<file path="src/rtl/dma_hold_pkg.sv">
package dma_hold_pkg;
    typedef enum logic [2:0] {
        ST_IDLE     = 3'd0,
        ST_REQUEST  = 3'd1,
        ST_TRANSFER = 3'd2,
        ST_PAUSE    = 3'd3,
        ST_DONE     = 3'd4
    } hold_state_e;
endpackage

</file>
<file path="src/rtl/dma_preempt_cmp.sv">
module dma_preempt_cmp #(
    parameter int LVL_W = 5
) (
    input  logic             nmi_i,
    input  logic             irq_valid_i,
    input  logic [LVL_W-1:0] irq_level_i,
    input  logic [LVL_W-1:0] hold_lvl_i,
    output logic             preempt_o
);
    // smaller level value means higher priority; strictly above threshold preempts
    always_comb begin
        preempt_o = nmi_i | (irq_valid_i & (irq_level_i < hold_lvl_i));
    end
endmodule

</file>
<file path="src/rtl/dma_hold_fsm.sv">
module dma_hold_fsm
    import dma_hold_pkg::*;
(
    input  logic clk,
    input  logic rst_n,
    input  logic req_pulse_i,
    input  logic bus_grant_i,
    input  logic cycle_done_i,
    input  logic last_i,
    input  logic preempt_i,
    output logic bus_req_o,
    output logic xfer_go_o,
    output logic irq_hold_o,
    output logic done_o
);
    hold_state_e state_q, state_d;
    logic        pend_q, pend_d;
    logic        finish;

    assign finish = (state_q == ST_TRANSFER) & cycle_done_i & last_i;

    // pending work is kept until the final boundary
    always_comb begin
        pend_d = req_pulse_i | (pend_q & ~finish);
    end

    always_comb begin
        state_d = state_q;
        unique case (state_q)
            ST_IDLE:     if (pend_q || req_pulse_i) state_d = ST_REQUEST;
            ST_REQUEST:  if (preempt_i)             state_d = ST_PAUSE;
                         else if (bus_grant_i)      state_d = ST_TRANSFER;
            ST_TRANSFER: if (cycle_done_i) begin
                             if (last_i)            state_d = ST_DONE;
                             else if (preempt_i)    state_d = ST_PAUSE;
                         end
            ST_PAUSE:    if (!preempt_i)            state_d = ST_REQUEST;
            ST_DONE:                                state_d = ST_IDLE;
            default:                                state_d = ST_IDLE;
        endcase
    end

    always_ff @(posedge clk or negedge rst_n) begin
        if (!rst_n) begin
            state_q <= ST_IDLE;
            pend_q  <= 1'b0;
        end else begin
            state_q <= state_d;
            pend_q  <= pend_d;
        end
    end

    always_comb begin
        bus_req_o  = 1'b0;
        xfer_go_o  = 1'b0;
        irq_hold_o = 1'b0;
        done_o     = 1'b0;
        unique case (state_q)
            ST_IDLE:     ;
            ST_REQUEST:  begin bus_req_o = 1'b1; irq_hold_o = 1'b1; end
            ST_TRANSFER: begin bus_req_o = 1'b1; irq_hold_o = 1'b1; xfer_go_o = 1'b1; end
            ST_PAUSE:    ;
            ST_DONE:     done_o = 1'b1;
            default:     ;
        endcase
    end
endmodule

</file>
<file path="src/rtl/dma_bus_holdoff.sv">
module dma_bus_holdoff #(
    parameter int LVL_W = 5
) (
    input  logic             clk,
    input  logic             rst_n,
    input  logic             req_pulse_i,
    input  logic             bus_grant_i,
    input  logic             cycle_done_i,
    input  logic             last_i,
    input  logic             nmi_i,
    input  logic             irq_valid_i,
    input  logic [LVL_W-1:0] irq_level_i,
    input  logic [LVL_W-1:0] hold_lvl_i,
    output logic             bus_req_o,
    output logic             xfer_go_o,
    output logic             irq_hold_o,
    output logic             done_o
);
    logic preempt;

    dma_preempt_cmp #(.LVL_W(LVL_W)) cmp_i (
        .nmi_i       (nmi_i),
        .irq_valid_i (irq_valid_i),
        .irq_level_i (irq_level_i),
        .hold_lvl_i  (hold_lvl_i),
        .preempt_o   (preempt)
    );

    dma_hold_fsm fsm_i (
        .clk          (clk),
        .rst_n        (rst_n),
        .req_pulse_i  (req_pulse_i),
        .bus_grant_i  (bus_grant_i),
        .cycle_done_i (cycle_done_i),
        .last_i       (last_i),
        .preempt_i    (preempt),
        .bus_req_o    (bus_req_o),
        .xfer_go_o    (xfer_go_o),
        .irq_hold_o   (irq_hold_o),
        .done_o       (done_o)
    );
endmodule

</file>
<file path="config.mk">
export PLATFORM = sky130hd
export DESIGN_NAME = dma_bus_holdoff
export DESIGN_NICKNAME = d
export VERILOG_FILES = /design/src/rtl/dma_hold_pkg.sv /design/src/rtl/dma_preempt_cmp.sv /design/src/rtl/dma_hold_fsm.sv /design/src/rtl/dma_bus_holdoff.sv
export SDC_FILE = /design/constraint.sdc
export NUM_CORES = 1
export LEC_CHECK = 0
export ABC_AREA = 1
export BUFFER_PORTS_ARGS = -buffer_cell sky130_fd_sc_hd__buf_2
export CAP_MARGIN = 10
export CORE_AREA = 2 2 39 41
export CTS_BUF_LIST = sky130_fd_sc_hd__clkbuf_4 sky130_fd_sc_hd__clkbuf_8
export DETAILED_ROUTE_END_ITERATION = 8
export DIE_AREA = 0 0 41 43
export PLACE_DENSITY = 0.76
export REMOVE_ABC_BUFFERS = 1
export SLEW_MARGIN = 20
export SYNTH_ARGS = -nofsm -noshare
export SYNTH_HDL_FRONTEND = slang
export SYNTH_HIERARCHICAL = 1
export SYNTH_SLANG_ARGS = --single-unit
</file>
<file path="constraint.sdc">
create_clock -name clk -period 1.25 [get_ports clk]
set_input_delay 0 -clock clk [delete_from_list [all_inputs] [get_ports clk]]
set_output_delay 0 -clock clk [all_outputs]
set_load 0.005 [all_outputs]
</file>
==> results of run 1 <==
## power by group through the flow
stage	registers (µW)	clock network, µW	logic [µW]
floorplan	258	0	372
global placement	278	0	496
detailed placement	282	0	513
CTS	281	170	520
global route	302	170	621
finish	290	165	538
## logic make-up after synthesis
logic type	count (synthesis)	share of synthesized area
fa+ha+maj	4	0.102
buf+inv	23	0.215
compound gates	3	0.0409
simple gates	42	0.437
flops	4	0.205
## per-layer routing
metal  wire [µm]  up-vias  share of wire  GRT usage
li1            -      283              -          -
met1         401      231           0.38      0.130
met2         574       19           0.54      0.247
met3          61        4          0.057    0.00524
met4          27        0          0.025      0.113
met5           0        -              0          0
## state kept, by name, summed over array words and instances (netlist names)
name	cells
fsm_i/pend_q	1
fsm_i/state_q	3
## cell usage after synthesis (all sizes together)
cell type	n
a21oi	1
a31oi	1
buf	3
dfrtp	4
ha	4
inv	20
nand2	20
nand3	9
nand4	4
nor2	7
nor3	2
o21ai	1
## how the worst max path moves through the flow
stage	start	end	slack (ns)
finish	fsm_i/state_q[0]	fsm_i/state_q[1]	0.14
global route	irq_level_i[4]	fsm_i/state_q[1]	0.003
CTS	fsm_i/state_q[1]	irq_hold_o	0.05
detailed placement	irq_level_i[4]	fsm_i/state_q[1]	-0.15
global placement	irq_level_i[4]	fsm_i/state_q[0]	-0.10
floorplan	hold_lvl_i[4]	fsm_i/state_q[1]	0.06
## critical path: cells and delay by family, from the launching register on
family | cells | cell delay [ns]
AND/OR/NAND/NOR | 6 | 0.50
flip-flops | 1 | 0.48
## stage by stage
step | setup TNS, ns | power (µW) | cell area (µm²) | worst slack [ns]
floorplan | 0 | 629 | 459 | 0.0638
global placement | -0.204 | 774 | 584 | -0.104
detailed placement | -0.289 | 795 | 584 | -0.152
CTS | 0 | 971 | 627 | 0.0542
global route | 0 | 1090 | 689 | 0.00344
finish | 0 | 993 | 689 | 0.145
## repair_timing
action,4_1_cts,5_1_grt
hold endpoints to repair,5,0
gates resized for setup,0,13
endpoints found under the setup margin,0,4
hold buffers,2,0
## area by class of cell
type                    count  area, µm²
inverters                  20       75.1
repair buffers             23        125
well taps                  16       20.0
clock buffers               3       22.5
multi-input cells          49        344
flip-flops and latches      4        103
fillers                   140        694
==> metrics.md, run 1 <==
| Metric | Value |
|---|---|
| Kind of critical path | `reg2reg` |
| Final Max Slew Viols | `0` |
| Post-DP HPWL | `829 µm` |
| Worst EP arrival | `~1.2 ns` |
| Clock Power Share | `0.166` |
| Worst Setup End Kind | `register` |
| Seq/Total Area, Yosys | `0.205` |
| ANT cells | `0` |
| Sequential power share | `0.292` |
| IO Port Bufs | `21` |
| Final Hold Viols | `0` |
| Most common cell after layout, fill and taps aside | `buf_2` |
| Mean Syn Cell Area | `roughly 6.4 µm²` |
| Final ANT Viol Nets | `0` |
| Pwr dens | `1440 nW/µm²` |
| Grt ovf | `0` |
| Sw Share | `0.466` |
| CTS max path bufs | `2` |
| Cell Int Power | `approximately 530 µW` |
| Hold endpoint | `fsm_i/state_q[2]` |
| First-pass detailed-route iteration total | `4` |
| Largest stage delay, worst path | `roughly 0.48 ns` |
| Synth area leaders | `dfrtp_1, nand2_1, inv_1, ha_1, nand3_1` |
| Vias in the first global route | `slightly below 500` |
| Die width | `around 41 µm` |
| Number of vias per cell | `~4.7` |
| Final Cycle Share | `0.884` |
| Clock latency on the worst-skew pair | `between 0.2 and 0.25 ns` |
| Worst Path Max Fanout | `9` |
| Layout cell share with drive strength beyond 1 | `0.485` |
| Largest net degree at the start of global routing | `11` |
| Fin Clk Skew | `about 0.0026 ns` |
| WHS Path Cells | `3` |
| WL/cell | `around 9 µm` |
| GRT Total Usage | `0.138` |
| Post-Synthesis Cells | `76` |
| Worst path required time | `1.37 ns` |
| DIE HEIGHT | `43 µm` |
| Worst-Margin Slew | `between 0.2 and 0.25 ns` |
| DRT Wirelength | `1070 µm` |
| Reg-to-Reg End | `fsm_i/state_q[1]` |
| RSZ-0062 raised after global routing | `false` |
| Postcts setup bufs | `0` |
| GPL Wtd Cong | `~0.76` |
| Min Hold Slack | `0.0527 ns` |
| Vias | `between 500 and 600` |
| HP Class | `in2reg` |
| CTS tree | `yes` |
| Kind of start point of the critical path | `register` |
| Comb pwr share | `0.542` |
| Final Critical Period | `between 1 and 1.5 ns` |
| Final net count | `approximately 120` |
| DRC viols | `0` |
| Crit path max-delay cell type | `dfrtp_2` |
| Final core utilization | `0.498` |
| Number of synthesized register bits | `4` |
| Syn. warnings | `6` |
| Max-Slew Margin vs Limit | `0.848` |
| R2r startpoint | `fsm_i/state_q[0]` |
| CTS H-Tree Depth | `1` |
| Max-cap viol count | `0` |
| Hold_sp | `cycle_done_i` |
| Status | `finished, final reports clean` |
| R2r setup slk | `0.14 ns` |
| Initial antenna violation count | `0` |
| # rows | `14` |
| Core area | `~1400 µm²` |
| Maximum vdd drop | `~0.37 mV` |
| Io pins | `22` |
| Yosys top cell by area | `dfrtp_1` |
| Clock transition at the registers of the reported paths | `~0.04 ns` |
| P_sw | `463 µW` |
| Global-route wire length before repair | `1690 µm` |
| Netlist cell types | `18` |
| CTS root buf | `clkbuf_4` |
| Finished Layout Cells | `115` |
| Mapped Area | `roughly 490 µm²` |
| Final setup viols | `0` |
| CTS Buf Count | `3` |
| Drt initial violations | `6` |
| Die Area | `about 1800 µm²` |
| Initial Utilization | `0.354` |
| Max Freq | `between 900 and 1000 MHz` |
| Cell Chain, Critical Path | `nor2_4 > nand3_2 > nand2_2 > nor2_1 > nand3_1 > nand2_1` |
| Worst R2R Path Depth | `6` |
| Post-synth top area share | `0.205` |
| Leakage | `just under 0.0004 µW` |
| Most frequent cells in the layout | `buf_2, nand2_1, inv_1` |
| Area grow syn2layout | `40.9%` |
| CTS Sinks | `4` |
| Placed Instances | `110` |
Note: power is estimated with default switching activity, not from simulation.
==> run 2, diff against run 1 <==
- GPL_TIMING_DRIVEN: not set -> 0
- HOLD_SLACK_MARGIN: not set -> 0.08
- MAX_ROUTING_LAYER: not set -> met4
==> metrics.md, run 2 (same netlist as run 1, synthesis figures left out) <==
| Metric | Value |
|---|---|
| Reg-to-Reg End | `fsm_i/state_q[1]` |
| Max-Slew Margin vs Limit | `0.776` |
| Kind of start point of the critical path | `register` |
| Max reg flops | `3` |
| Vias | `500` |
| Cell Int Power | `524 µW` |
| Final Hold Viols | `0` |
| End of the critical path | `fsm_i/state_q[1]` |
| Min Hold Slack | `around 0.097 ns` |
| Most common cell after layout, fill and taps aside | `buf_2` |
| Final core utilization | `0.497` |
| Final Max Slew Viols | `0` |
| First-pass detailed-route iteration total | `2` |
| Number of vias per cell | `approximately 4.3` |
| # rows | `14` |
| Final Cycle Share | `0.915` |
| GPL Wtd Cong | `roughly 0.74` |
| Max Freq | `approximately 870 MHz` |
| Clock transition at the registers of the reported paths | `0.04 ns` |
| Comb pwr share | `0.548` |
| Final setup viols | `0` |
| Met2 Usage GRT | `0.206` |
| Worst setup margin | `0.107 ns` |
| Area grow syn2layout | `40.7%` |
| IO Port Bufs | `21` |
| R2r setup slk | `between 0.1 and 0.15 ns` |
| Sw Share | `0.454` |
| R2r startpoint | `fsm_i/state_q[0]` |
| GRT Total Usage | `0.124` |
| DIE HEIGHT | `43 µm` |
| Core area | `1380 µm²` |
| Post-DP HPWL | `789 µm` |
| ANT cells | `0` |
| Worst-Margin Slew | `0.336 ns` |
| DRC viols | `0` |
| Global routing's busiest layer | `met2` |
| WL/cell | `roughly 8.1 µm` |
| Dpl ws | `-0.180 ns` |
| Layout fillers | `between 100 and 150` |
| Worst R2R Path Depth | `7` |
| CTS Sinks | `4` |
| P_sw | `roughly 440 µW` |
| Initial Utilization | `0.354` |
| Global-route wire length before repair | `between 1500 and 2000 µm` |
| Fin Clk Skew | `around 0.0016 ns` |
| Sequential power share | `0.290` |
| Worst path required time | `1.36 ns` |
| Final ANT Viol Nets | `0` |
| GR Layer Usage met1 | `0.136` |
| Clock Power Share | `0.162` |
| HP Class | `in2async` |
| Clock latency on the worst-skew pair | `roughly 0.23 ns` |
| Drt initial violations | `1` |
| Die Area | `roughly 1800 µm²` |
| CTS root buf | `clkbuf_4` |
| CTS max path bufs | `2` |
| Io pins | `22` |
| Largest reg by FF count | `fsm_i/state_q` |
| Status | `finished, final reports clean` |
| Worst Setup End Kind | `register` |
| DRT Wirelength | `945 µm` |
| Initial antenna violation count | `0` |
| Pwr dens | `around 1400 nW/µm²` |
| CTS tree | `yes` |
| Kind of critical path | `reg2reg` |
| Layout cell share with drive strength beyond 1 | `0.460` |
| Most frequent cells in the layout | `buf_2, nand2_1, inv_1` |
| Final net count | `124` |
| Die width | `slightly above 40 µm` |
| Max-cap viol count | `0` |
| Leakage | `roughly 0.0004 µW` |
| Crit path launch | `fsm_i/state_q[0]` |
| CTS Buf Count | `3` |
| Grt ovf | `0` |
| Worst EP arrival | `1.26 ns` |
| Final Critical Period | `approximately 1.1 ns` |
| Vias in the first global route | `436` |
| Met3 usage | `0` |
| Largest registers | `fsm_i/state_q (3), fsm_i/pend_q (1)` |
| Largest net degree at the start of global routing | `11` |
| Worst Path Max Fanout | `9` |
| Postcts setup bufs | `0` |
| CTS H-Tree Depth | `1` |
| Maximum vdd drop | `approximately 0.44 mV` |
| RSZ-0062 raised after global routing | `false` |
## run 2: cell types whose count changed in the layout (fill, tap and decap cells not counted)
cell           delta
dfrtp_1           +1
dfrtp_2           -1
dlygate4sd3_1     +1
ha_1              +1
ha_4              -1
inv_1             +1
inv_2             -1
nand2_1           -1
nand2_2           +1
## run 2: critical path, stage by stage (launching register included)
cell and delay (ns):
dfrtp_1 0.53, inv_2 0.09, nand3_4 0.09, inv_2 0.05, o21ai_2 0.06, nand3_2 0.08
nand2_1 0.06, nand2_1 0.06
## run 2: stage by stage
| stage | area (µm²) | power, µW | TNS [ns] | cells |
|---|---|---|---|---|
| final | 688 | 961 | 0 | 116 |
| after global routing | 688 | 1070 | 0 | 116 |
| after CTS | 637 | 957 | 0 | 116 |
| after detailed placement | 584 | 785 | -0.338 | 110 |
| after global placement | 584 | 775 | -0.253 | 110 |
| after floorplan | 459 | 629 | 0 | 73 |
## run 2: cell type report
class | instances | area, µm² | area share
well taps | 16 | 20.0 | 0.0291
multi-input cells | 49 | 334 | 0.485
inverters | 20 | 75.1 | 0.109
flip-flops and latches | 4 | 101 | 0.147
repair buffers | 24 | 135 | 0.196
clock buffers | 3 | 22.5 | 0.0327
## run 2: how the worst min path moves through the flow
stage,start,end,depth (start not counted)
detailed placement,rst_n,fsm_i/state_q[0],1
floorplan,rst_n,fsm_i/pend_q,0
global placement,rst_n,fsm_i/state_q[1],1
global route,rst_n,fsm_i/state_q[0],2
finish,rst_n,fsm_i/state_q[0],2
CTS,rst_n,fsm_i/state_q[0],2
## run 2: power groups by stage
stage               clock, µW  sequential [µW]  combinational (µW)
floorplan                   0              258                 372
global placement            0              277                 498
detailed placement          0              276                 509
CTS                       165              275                 517
global route              166              289                 610
finish                    155              279                 527
## run 2: metal layers
layer,vias up,wire (µm)
met2,15,507
met1,201,392
met5,-,0
met4,0,0
met3,0,45
li1,284,-
## run 2: timing repair
item                                    CTS  global route
hold buffers                              3             0
gates resized for setup                   0            11
hold endpoints to repair                  6             0
endpoints found under the setup margin    0             4
==> run 3, diff against run 2 <==
- REMOVE_ABC_BUFFERS: 1 -> not set
==> metrics.md, run 3 (same netlist as run 1, synthesis figures left out) <==
| Metric | Value |
|---|---|
| Status | `finished, final reports clean` |
| WL/cell | `roughly 8.8 µm` |
| IO Port Bufs | `21` |
| Final core utilization | `0.511` |
| Die Area | `around 1800 µm²` |
| Max-Slew Margin vs Limit | `0.863` |
| ANT cells | `0` |
| Syn Nets | `98` |
| DRC viols | `0` |
| Die width | `between 40 and 50 µm` |
| Leakage | `about 0.00042 µW` |
| Max Freq | `845 MHz` |
| Largest registers | `fsm_i/state_q (3), fsm_i/pend_q (1)` |
| Final instance area | `707 µm²` |
| Layout fillers | `~150` |
| Final setup viols | `0` |
| Grt ovf | `0` |
| CTS tree | `yes` |
| Most frequent cells in the layout | `buf_2, nand2_1, inv_1` |
| CTS Sinks | `4` |
| Drt initial violations | `6` |
| Area grow syn2layout | `44.5%` |
| DRT Wirelength | `around 1100 µm` |
| GR Layer Usage met1 | `0.159` |
| Final net count | `approximately 130` |
| Worst-Margin Slew | `slightly above 0.2 ns` |
| Post-DP HPWL | `892 µm` |
| Largest reg by FF count | `fsm_i/state_q` |
| GPL Wtd Cong | `approximately 0.78` |
| Initial antenna violation count | `0` |
| Initial Utilization | `0.354` |
| Global-route wire length before repair | `about 1800 µm` |
| Worst Path Max Fanout | `10` |
| CTS Buf Count | `3` |
| Met3 usage | `0.0157` |
| GRT Total Usage | `0.145` |
| Io pins | `22` |
| Final Max Slew Viols | `0` |
| Global routing's busiest layer | `met2` |
| Clock transition at the registers of the reported paths | `~0.040 ns` |
| HP Class | `in2async` |
| Maximum vdd drop | `roughly 0.57 mV` |
| Final ANT Viol Nets | `0` |
| First-pass detailed-route iteration total | `4` |
| Largest net degree at the start of global routing | `11` |
| RSZ-0062 raised after global routing | `false` |
| # rows | `14` |
| CTS max path bufs | `2` |
| Final Cycle Share | `0.947` |
| DIE HEIGHT | `around 43 µm` |
| Fin Clk Skew | `0.000898 ns` |
| Met2 Usage GRT | `0.241` |
| Number of vias per cell | `4.65` |
| Max reg flops | `3` |
| CTS root buf | `clkbuf_4` |
| Worst EP arrival | `between 1 and 1.5 ns` |
| Kind of start point of the critical path | `register` |
| Kind of critical path | `reg2out` |
| Core area | `between 1000 and 1500 µm²` |
| Final Hold Viols | `0` |
| Final Critical Period | `around 1.2 ns` |
| Layout cell share with drive strength beyond 1 | `0.433` |
| Vias | `approximately 560` |
| Power, Total | `1090 µW` |
| Max-cap viol count | `0` |
| Worst Setup End Kind | `output pin` |
| Vias in the first global route | `around 500` |
| CTS H-Tree Depth | `1` |
| Clock latency on the worst-skew pair | `about 0.23 ns` |
| Pwr dens | `~1500 nW/µm²` |
| DP Area | `slightly above 600 µm²` |
| Worst path required time | `between 1 and 1.5 ns` |
| Most common cell after layout, fill and taps aside | `buf_2` |
run 3: routing by layer:
| metal | vias to the layer above | wire length (µm) |
|---|---|---|
| li1 | 292 | - |
| met4 | 0 | 0 |
| met3 | 0 | 46 |
| met2 | 16 | 563 |
| met1 | 250 | 447 |
| met5 | - | 0 |
run 3: final cells by class:
type	instances	area, µm²	area share
buffer	3	30.0	0.0425
clock buffer	3	22.5	0.0319
inverter	20	75.1	0.106
multi-input combinational	49	314	0.444
sequential	4	100	0.142
tap	16	20.0	0.0283
timing repair buffer	25	145	0.205
run 3: per-stage QoR:
| stage | setup slack, ns | instances | setup TNS (ns) | hold WS (ns) |
|---|---|---|---|---|
| 2_1_floorplan | 0.0701 | 76 | 0 | -0.296 |
| 3_3_place_gp | -0.117 | 113 | -0.233 | -0.196 |
| 3_5_place_dp | -0.199 | 113 | -0.393 | -0.190 |
| 4_1_cts | 0.0518 | 120 | 0 | 0.0922 |
| 5_1_grt | 0.00194 | 120 | 0 | 0.107 |
| 6_report | 0.0667 | 120 | 0 | 0.0978 |
run 3: report_power, final:
group,switching (µW),internal (µW)
sequential,17.4,173
clock,52.6,107
combinational,408,332
total,478,611
run 3: worst max-delay path, stage by stage (launching register included):
cell and delay [ns]:
dfrtp_1 0.36, inv_2 0.17, nand3_1 0.13, nand2_1 0.10
buf_4 0.10, buf_2 0.09
run 3: path summary, 6_finish.rpt:
check,start,end,slack (ns),cells past startpoint
worst max-delay path,fsm_i/state_q[2],irq_hold_o,0.07,5
worst min-delay path,rst_n,fsm_i/state_q[0],0.1,2
worst max register to register,fsm_i/state_q[0],fsm_i/state_q[1],0.14,7
worst min register to register,fsm_i/pend_q,fsm_i/pend_q,0.55,2
max in group asynchronous,rst_n,fsm_i/pend_q,1.03,2
min in group clk,bus_grant_i,fsm_i/state_q[0],0.20,5
run 3: repair_timing:
| item | 4_1_cts | 5_1_grt |
|---|---|---|
| hold endpoints to repair | 6 | 0 |
| setup buffers | 0 | 0 |
| hold buffers | 4 | 0 |
| resized for setup | 0 | 7 |
| setup endpoints to repair | 0 | 2 |
